File: config.mk
export PLATFORM = sky130hd
export DESIGN_NAME = fdx_sio
export DESIGN_NICKNAME = d
export VERILOG_FILES = /design/src/rtl/fdx_sio_pkg.sv /design/src/rtl/fdx_sio_clkgen.sv /design/src/rtl/fdx_sio_shift.sv /design/src/rtl/fdx_sio.sv
export SDC_FILE = /design/constraint.sdc
export NUM_CORES = 1
export LEC_CHECK = 0
export CAP_MARGIN = 20
export CORE_ASPECT_RATIO = 0.8
export CORE_MARGIN = 4
export CORE_UTILIZATION = 35
export CTS_BUF_LIST = sky130_fd_sc_hd__clkbuf_8
export CTS_CLUSTER_DIAMETER = 40
export CTS_CLUSTER_SIZE = 8
export DETAILED_ROUTE_END_ITERATION = 12
export DONT_BUFFER_PORTS = 1
export HOLD_SLACK_MARGIN = 0.08
export MAX_ROUTING_LAYER = met4
export PLACE_DENSITY = 0.53
export REMOVE_ABC_BUFFERS = 1
export SETUP_SLACK_MARGIN = 0.5
export SYNTH_ARGS = -nofsm -noshare
export SYNTH_HDL_FRONTEND = slang
export SYNTH_SLANG_ARGS = --single-unit
File: constraint.sdc
create_clock -name clk -period 5.4 [get_ports clk]
set_input_delay 0.27 -clock clk [delete_from_list [all_inputs] [get_ports clk]]
set_output_delay 0.27 -clock clk [all_outputs]
set_load 0.02 [all_outputs]
File: src/rtl/fdx_sio_pkg.sv
package fdx_sio_pkg;
  localparam int CHAR_W = 8;
  localparam int CNT_W  = $clog2(CHAR_W + 1);
  typedef logic [CHAR_W-1:0] char_t;
endpackage

File: src/rtl/fdx_sio_clkgen.sv
// Shift-clock source: divider for master mode, synchronizer plus edge
// detector for slave mode. Also synchronizes serial data in.
module fdx_sio_clkgen #(
  parameter int DIV_W  = 8,
  parameter int SYNC_N = 2
) (
  input  logic             clk,
  input  logic             rst,
  input  logic             master,
  input  logic [DIV_W-1:0] cfg_div,
  input  logic             busy,
  input  logic             sclk_in,
  input  logic             sd_in,
  output logic             sclk_out,
  output logic             fall_ev,
  output logic             rise_ev,
  output logic             din_sync
);
  logic [DIV_W-1:0]  cnt;
  logic [DIV_W-1:0]  half_m1;
  logic              sclk_q;
  logic              tick;
  logic [SYNC_N:0]   ck_sh;
  logic [SYNC_N-1:0] d_sh;
  logic              s_rise, s_fall;

  assign half_m1 = (cfg_div >> 1) - 1'b1;
  assign tick    = master && busy && (cnt == half_m1);

  always_ff @(posedge clk) begin
    if (rst || !master || !busy) begin
      cnt    <= '0;
      sclk_q <= 1'b1;
    end else if (tick) begin
      cnt    <= '0;
      sclk_q <= ~sclk_q;
    end else begin
      cnt <= cnt + 1'b1;
    end
  end

  // ck_sh[0] is the newest sample; ck_sh[SYNC_N-1] is the synchronized level
  always_ff @(posedge clk) begin
    if (rst) begin
      ck_sh <= '1;
      d_sh  <= '0;
    end else begin
      ck_sh <= {ck_sh[SYNC_N-1:0], sclk_in};
      d_sh  <= {d_sh[SYNC_N-2:0], sd_in};
    end
  end

  assign s_rise   = ck_sh[SYNC_N-1] & ~ck_sh[SYNC_N];
  assign s_fall   = ~ck_sh[SYNC_N-1] & ck_sh[SYNC_N];
  assign din_sync = d_sh[SYNC_N-1];
  assign sclk_out = sclk_q;
  assign fall_ev  = master ? (tick & sclk_q)  : s_fall;
  assign rise_ev  = master ? (tick & ~sclk_q) : s_rise;
endmodule

File: src/rtl/fdx_sio_shift.sv
// Combined transmit/receive shift register, LSB first.
module fdx_sio_shift
  import fdx_sio_pkg::*;
(
  input  logic  clk,
  input  logic  rst,
  input  logic  load,
  input  char_t load_data,
  input  logic  fall_ev,
  input  logic  rise_ev,
  input  logic  din,
  output logic  busy,
  output logic  sd_out,
  output logic  done,
  output char_t rx_word
);
  localparam logic [CNT_W-1:0] LAST = CNT_W'(CHAR_W - 1);

  logic             busy_q, sd_q, done_q;
  logic [CNT_W-1:0] bit_cnt;
  char_t            tx_sr, rx_sr;

  always_ff @(posedge clk) begin
    done_q <= 1'b0;
    if (rst) begin
      busy_q  <= 1'b0;
      sd_q    <= 1'b1;
      bit_cnt <= '0;
      tx_sr   <= '0;
      rx_sr   <= '0;
    end else if (!busy_q) begin
      if (load) begin
        busy_q  <= 1'b1;
        tx_sr   <= load_data;
        sd_q    <= load_data[0];
        bit_cnt <= '0;
      end
    end else begin
      if (fall_ev && bit_cnt != '0) begin
        sd_q  <= tx_sr[1];
        tx_sr <= tx_sr >> 1;
      end
      if (rise_ev) begin
        rx_sr   <= {din, rx_sr[CHAR_W-1:1]};
        bit_cnt <= bit_cnt + 1'b1;
        if (bit_cnt == LAST) begin
          busy_q <= 1'b0;
          done_q <= 1'b1;
          sd_q   <= 1'b1;
        end
      end
    end
  end

  assign busy    = busy_q;
  assign sd_out  = sd_q;
  assign done    = done_q;
  assign rx_word = rx_sr;
endmodule

File: src/rtl/fdx_sio.sv
module fdx_sio
  import fdx_sio_pkg::*;
#(
  parameter int DIV_W  = 8,
  parameter int SYNC_N = 2
) (
  input  logic              clk,
  input  logic              rst,
  input  logic              cfg_master,
  input  logic              fdx_en,
  input  logic [DIV_W-1:0]  cfg_div,
  input  logic              tx_wr,
  input  logic [CHAR_W-1:0] tx_data,
  output logic              tx_full,
  input  logic              rx_rd,
  output logic [CHAR_W-1:0] rx_data,
  output logic              rx_full,
  input  logic              clr_ovr,
  input  logic              clr_udr,
  output logic              ovr_flag,
  output logic              udr_flag,
  output logic              tx_done,
  output logic              rx_done,
  input  logic              sclk_in,
  output logic              sclk_out,
  output logic              sclk_oe,
  input  logic              sd_in,
  output logic              sd_out
);
  char_t tx_buf, rx_buf, rx_word;
  logic  txf_q, rxf_q, ovr_q, udr_q, txd_q, rxd_q;
  logic  busy, load, done, fall_ev, rise_ev, din_sync, din;
  logic  accept, udr_set;

  fdx_sio_clkgen #(.DIV_W(DIV_W), .SYNC_N(SYNC_N)) u_clk (
    .clk(clk), .rst(rst), .master(cfg_master), .cfg_div(cfg_div),
    .busy(busy), .sclk_in(sclk_in), .sd_in(sd_in), .sclk_out(sclk_out),
    .fall_ev(fall_ev), .rise_ev(rise_ev), .din_sync(din_sync)
  );

  fdx_sio_shift u_shift (
    .clk(clk), .rst(rst), .load(load), .load_data(tx_buf),
    .fall_ev(fall_ev), .rise_ev(rise_ev), .din(din),
    .busy(busy), .sd_out(sd_out), .done(done), .rx_word(rx_word)
  );

  assign din     = cfg_master ? sd_in : din_sync;
  assign load    = txf_q && !busy;
  assign accept  = done && fdx_en && (!rxf_q || rx_rd);
  assign udr_set = !cfg_master && !busy && !txf_q && (rise_ev || fall_ev);

  always_ff @(posedge clk) begin
    if (rst) begin
      tx_buf <= '0;
      txf_q  <= 1'b0;
    end else begin
      if (load)  txf_q <= 1'b0;
      if (tx_wr) begin
        tx_buf <= tx_data;
        txf_q  <= 1'b1;
      end
    end
  end

  always_ff @(posedge clk) begin
    rxd_q <= 1'b0;
    txd_q <= 1'b0;
    if (rst) begin
      rx_buf <= '0;
      rxf_q  <= 1'b0;
      ovr_q  <= 1'b0;
      udr_q  <= 1'b0;
    end else begin
      txd_q <= done;
      if (rx_rd) rxf_q <= 1'b0;
      if (accept) begin
        rx_buf <= rx_word;
        rxf_q  <= 1'b1;
        rxd_q  <= 1'b1;
      end
      if (clr_ovr) ovr_q <= 1'b0;
      if (done && fdx_en && !accept) ovr_q <= 1'b1;
      if (clr_udr) udr_q <= 1'b0;
      if (udr_set) udr_q <= 1'b1;
    end
  end

  assign tx_full  = txf_q;
  assign rx_full  = rxf_q;
  assign rx_data  = rx_buf;
  assign ovr_flag = ovr_q;
  assign udr_flag = udr_q;
  assign tx_done  = txd_q;
  assign rx_done  = rxd_q;
  assign sclk_oe  = cfg_master;
endmodule

==> results of run 1 <==
==> registers in the layout, indices dropped and copies added (netlist names), 2 cells and up <==
| register | count |
|---|---|
| rx_data | 8 |
| u_shift.tx_sr | 7 |
| u_clk.d_sh | 2 |
| u_clk.ck_sh | 3 |
| u_shift.rx_word | 8 |
| u_shift.bit_cnt | 4 |
| tx_buf | 8 |
| u_clk.cnt | 8 |
==> synth_stat cells, drive strengths merged, types with 6 or more instances <==
library cell | number | area share, %
mux2i | 29 | 11
xor2 | 7 | 2.2
inv | 12 | 1.6
a21oi | 7 | 1.3
nand3b | 7 | 1.9
dfxtp | 58 | 42
xnor2 | 8 | 2.6
nor2 | 32 | 4.4
nand2 | 12 | 1.7
nand3 | 10 | 1.8
o21ai | 10 | 2.0
clkbuf | 9 | 1.2
o221a | 6 | 2.5
nor2b | 7 | 1.6
or2 | 6 | 1.4
a211oi | 6 | 2.0
nand2b | 10 | 2.3
==> cells by family after synthesis <==
family / after synthesis / share of synthesized area (%)
AND/OR/NAND/NOR: 115 / 23.7
buffers and inverters: 26 / 4.11
XOR/XNOR: 15 / 4.79
flip-flops: 58 / 42.3
multiplexers: 29 / 10.6
adder cells (fa/ha/maj): 4 / 1.82
AO/OA/AOI/OAI: 45 / 12.6
==> through the flow <==
step | hold WS (ns) | util (%)
floorplan | 0.335 | -
global placement | 0.347 | 37.5
detailed placement | 0.343 | 37.5
CTS | 0.0816 | 42.4
global route | 0.0963 | 42.4
finish | 0.0961 | 42.4
==> cell type report <==
type	instances	area share [%]
multi-input cells	208	46.2
clock buffers	11	4.76
well taps	105	4.13
inverters	13	1.53
clock inverters	4	0.629
repair buffers	19	6.29
flip-flops and latches	58	36.5
==> worst max path at each step <==
stage,cells past startpoint,start,end
final,4,u_shift.busy$_SDFF_PP0_,u_shift.tx_sr[1]$_SDFFE_PP0P_
after global routing,4,u_shift.busy$_SDFF_PP0_,u_shift.tx_sr[1]$_SDFFE_PP0P_
after CTS,4,u_shift.busy$_SDFF_PP0_,u_shift.tx_sr[1]$_SDFFE_PP0P_
after detailed placement,4,u_shift.busy$_SDFF_PP0_,u_shift.tx_sr[1]$_SDFFE_PP0P_
after global placement,4,u_shift.busy$_SDFF_PP0_,u_shift.tx_sr[1]$_SDFFE_PP0P_
after floorplan,6,cfg_div[3],u_shift.tx_sr[1]$_SDFFE_PP0P_
==> critical path, stage by stage (launching register included) <==
cell,delay [ns]
dfxtp_1,0.48
clkinv_1,0.59
a31oi_1,0.81
o21ai_2,0.26
a211oi_1,0.27
==> per-layer routing <==
metal	GRT usage, %	vias to the layer above
met5	-	-
met4	5.46	0
met3	5.34	11
met2	19.1	38
met1	18.2	978
li1	-	1073
==> repair_timing <==
| item | 4_1_cts | 5_1_grt |
|---|---|---|
| hold buffers | 19 | 0 |
| setup buffers | 0 | 0 |
| hold endpoints to repair | 35 | 0 |
==> power groups by stage <==
| stage | clock network (uW) | registers (uW) | logic [uW] |
|---|---|---|---|
| floorplan | 0 | 458 | 56.2 |
| global placement | 0 | 461 | 64.8 |
| detailed placement | 0 | 461 | 65.7 |
| CTS | 361 | 452 | 84.3 |
| global route | 381 | 454 | 93.6 |
| finish | 347 | 452 | 83.6 |
==> reports/qor.txt, run 1 <==
WL met3 = 338 um
FF-to-FF End = u_shift.tx_sr[1]$_SDFFE_PP0P_
maxcap violations = 0
largest net degree at the start of global routing = 36
Worst-Skew Late Latency = 0.33 ns
sum of negative setup slack = 0 ns
Crit path required time = 5.65 ns
initial antenna violation count = 0
Synth Flop Type = dfxtp_1
Fillers = 772
clock share of power = 39.4%
VDD IR-drop max = 128 uV
sequential element share of the synthesized area = 42.3%
Die Y = 87.2 um
dpl cells = 384
Synth cell types = 52
PortBufs = 0
total power = 883 uW
Root Driver = clkbuf_8
crit path time final = 2.49 ns
share of post-route cells with drive strength above 1 = 10.9%
launch point of the worst reg-to-reg path = u_shift.busy$_SDFF_PP0_
Hold Fails Final Rpt = 0
power density over cell area = 277 mW/mm2
vias in the first global route = 2002
Area Growth Syn to Fin = 16.0%
FF/Latch Area = 0.00116 mm2
Mean Syn Cell Area = 9.39 um2
top-level port count = 43
met2 WL post-DR = 2490 um
DR top layer = met4
Place WS = 2.91 ns
CTS tree = done
Setup CP Type = flip-flop to flip-flop
dpl cell area = 0.00281 mm2
most frequent cells in the layout = dfxtp_1 (58), nor2_1 (32), mux2i_1 (29), dlygate4sd3_1 (18), inv_1 (14)
synthesized area = 0.00274 mm2
total gr overflow = 0
hold depth = 2
die width = 107 um
final setup vio count = 0
Internal = 669 uW
RSZ-0062 raised after global routing = false
FP Rows = 28
CTS buffer count = 9
initial core utilization = 36.6%
sequential power share = 51.2%
Hold Path Class = primary input to flip-flop
first-pass iteration count of the detailed router = 4
Comb power frac = 9.5%
count of state elements after synthesis = 58
Worst Setup End Kind = flip-flop
EDFF count, synth = 0
# diodes = 0
Avg WL per Cell = 14.1 um
Warnings, synthesis = 0
drt first-iter violations = 69
r2r worst-path depth = 4
die area = 0.00933 mm2
non-filler cells, final = 418
PnR worst setup slack = 2.91 ns
Post-route DRC = 0
Vias = 2100
NumNets Final = 339
Worst Skew = 0.0103 ns
Max Buffers Root-to-Sink = 2
Worst slew margin = 38.9%
RD Place Congestion = 0.757
post-cts resize count = 0
hpwl dp = 3830 um
clk slew on worst S/H paths = 0.06 ns
Via density = 5.02
outcome = complete, no violations
commonest non-fill, non-tap cell in the layout = dfxtp_1
GRT Total Usage = 13.9%
Clock Sinks = 58
worst hold start = tx_wr
R2R setup slack = 2.91 ns
M1 WL = 2990 um
Min-Delay Endpoint = tx_buf[1]$_SDFFE_PP0P_
H-tree depth = 3
Core ar. = 0.00750 mm2
switch share = 24.2%
leak pwr = 0.00120 uW
crit path launch type = flip-flop
Mapped Cells = 292
Worst Tran Pin Value = 0.913 ns
antenna viol nets, final = 0
Worst Path Max Fanout = 25
CP arrival = 2.73 ns
asr flop ratio synth = 0%
Max Transition Viols Final = 0
FMAX = 0.402 GHz
P_sw = 213 uW
Multi-input gate area = 0.00147 mm2
Final Cycle Share = 46.0%
final wirelength = 5910 um
first-pass GRT wire length = 9740 um
Final Instance Area = 0.00318 mm2
Note: power is estimated with default switching activity, not from simulation.
==> run 2, diff against run 1 <==
--- a/config.mk
+++ b/config.mk
@@ -16,7 +16,7 @@
 export DONT_BUFFER_PORTS = 1
 export HOLD_SLACK_MARGIN = 0.08
 export MAX_ROUTING_LAYER = met4
-export PLACE_DENSITY = 0.53
+export PLACE_DENSITY = 0.55
 export REMOVE_ABC_BUFFERS = 1
 export SETUP_SLACK_MARGIN = 0.5
 export SYNTH_ARGS = -nofsm -noshare
==> constraint.sdc (replaced) <==
create_clock -name clk -period 2.1 [get_ports clk]
set_input_delay 0.105 -clock clk [delete_from_list [all_inputs] [get_ports clk]]
set_output_delay 0.105 -clock clk [all_outputs]
set_load 0.02 [all_outputs]
==> reports/qor.txt, run 2 (synthesis results as in run 1) <==
leak pwr = 0.00141 uW (+18%)
antenna viol nets, final = 0 (unchanged)
total gr overflow = 0 (unchanged)
drt first-iter violations = 99 (+43%)
Hold Slack = 0.118 ns (+0.0222 ns)
Max Buffers Root-to-Sink = 2 (unchanged)
Post-route DRC = 0 (unchanged)
VDD IR-drop max = 283 uV (+120%)
power density over cell area = 683 mW/mm2 (+150%)
Die Y = 87.2 um (unchanged)
first-pass GRT wire length = 10800 um (+11%)
commonest non-fill, non-tap cell in the layout = dfxtp_1
maxcap violations = 0 (unchanged)
Root Driver = clkbuf_8
slowest stage delay, CP = 0.33 ns (-0.48 ns)
CP max stage cell = dfxtp_2
most frequent cells in the layout = dfxtp_1 (56), nor2_1 (31), mux2i_1 (29), dlygate4sd3_1 (28), buf_4 (14)
Area Growth Syn to Fin = 32.3%
NumNets Final = 369 (+8.8%)
die area = 0.00933 mm2 (unchanged)
final wirelength = 6270 um (+6.1%)
RSZ-0062 raised after global routing = true
die width = 107 um (unchanged)
GRT Total Usage = 15.2% (+1.3 points)
initial core utilization = 36.6% (unchanged)
Worst-Skew Late Latency = 0.33 ns (about the same)
Fillers = 767 (-0.65%)
CTS tree = done
Hold Fails Final Rpt = 0 (unchanged)
Setup CP Type = flip-flop to flip-flop
Worst Skew = 0.00924 ns (-0.00105 ns)
FP Rows = 28 (unchanged)
final setup vio count = 0 (unchanged)
share of post-route cells with drive strength above 1 = 21.6% (+11 points)
crit path time final = 1.88 ns (-0.604 ns)
Worst Setup End Kind = flip-flop
sum of negative setup slack = 0 ns (unchanged)
Worst Path Max Fanout = 6 (-76%)
top-level port count = 43 (unchanged)
# diodes = 0 (unchanged)
Max Transition Viols Final = 0 (unchanged)
Core ar. = 0.00750 mm2 (unchanged)
first-pass iteration count of the detailed router = 4 (unchanged)
clk slew on worst S/H paths = 0.06 ns (about the same)
CP arrival = 2.08 ns (-0.65 ns)
Worst Tran Pin Value = 0.680 ns (-0.233 ns)
Crit path required time = 2.30 ns (-3.35 ns)
Clock Sinks = 58 (unchanged)
outcome = complete, no violations
RD Place Congestion = 0.766 (+1.2%)
hpwl dp = 3930 um (+2.5%)
largest net degree at the start of global routing = 29 (-19%)
R2R setup slack = 0.22 ns (-2.70 ns)
worst-path cell chain = xnor2_2, and3_4, nor4_4, buf_4, nand4_4, buf_6, o21ai_4, a211oi_2
PortBufs = 0 (unchanged)
CTS buffer count = 9 (unchanged)
crit path launch type = flip-flop
H-tree depth = 3 (unchanged)
Worst slew margin = 54.5% (+16 points)
Final Cycle Share = 89.6% (+44 points)
Vias = 2225 (+6.0%)
Via density = 4.97 (-1.1%)
Avg WL per Cell = 14.0 um (-0.98%)
Hold Path Class = primary input to flip-flop
initial antenna violation count = 0 (unchanged)
vias in the first global route = 2236 (+12%)
FMAX = 0.532 GHz (+32%)
run 2: cell type report:
type                    instances  area, um2  area share [%]
inverters                      13       48.8            1.35
clock buffers                  12        165            4.55
multi-input cells             208       1600            44.0
well taps                     105        131            3.62
repair buffers                 49        482            13.3
flip-flops and latches         58       1160            32.1
clock inverters                 3       38.8            1.07
run 2: path summary, 6_finish.rpt:
check / depth (start not counted) / to / from
setup reg to reg: 8 / u_shift.tx_sr[2]$_SDFFE_PP0P_ / u_clk.cnt[6]$_SDFF_PP0_
setup / recovery: 8 / u_shift.tx_sr[2]$_SDFFE_PP0P_ / u_clk.cnt[6]$_SDFF_PP0_
hold / removal: 3 / u_shift.bit_cnt[2]$_SDFFE_PP0P_ / cfg_master
hold reg to reg: 1 / u_clk.cnt[0]$_SDFF_PP0_ / u_clk.cnt[0]$_SDFF_PP0_
run 2: through the flow:
stage               total power [uW]  worst slack (ns)  util, %  instance area [um2]  cells
floorplan                       1320            0.0920        -                 2680    279
global placement                1370            0.0247     38.9                 2910    396
detailed placement              1370            0.0110     38.9                 2910    396
CTS                             2510             0.259     48.1                 3610    448
global route                    2600             0.141     48.4                 3630    448
finish                          2480             0.219     48.4                 3630    448
run 2: timing repair:
| item | CTS | global route |
|---|---|---|
| gates cloned | 0 | 0 |
| buffers inserted | 8 | 0 |
| hold buffers | 29 | 0 |
| endpoints found under the setup margin | 40 | 35 |
| pin swaps | 15 | 8 |
| endpoints found under the hold margin | 57 | 0 |
| resized for setup | 27 | 6 |
run 2: layer usage:
layer | up-vias | GRT usage, % | share of wire, % | routed length (um)
met4 | 0 | 3.95 | 0.46 | 29
met1 | 1043 | 19.7 | 49 | 3080
li1 | 1138 | - | - | -
met2 | 42 | 22.5 | 45 | 2830
met5 | - | - | 0 | 0
met3 | 2 | 5.56 | 5.2 | 326
run 2: critical path: cells and delay by family (launching register included):
family                    cells  cell delay (ns)
AOI/OAI and AO/OA             2             0.39
xor gates and xnor gates      1             0.13
DFF                           1             0.33
and+or+nand+nor               3             0.58
buffers and inverters         2             0.32
run 2: report_power, final:
group | switching [uW] | internal (uW) | total (uW)
registers | 21.4 | 1130 | 1160
logic | 129 | 143 | 271
clock network | 419 | 633 | 1050
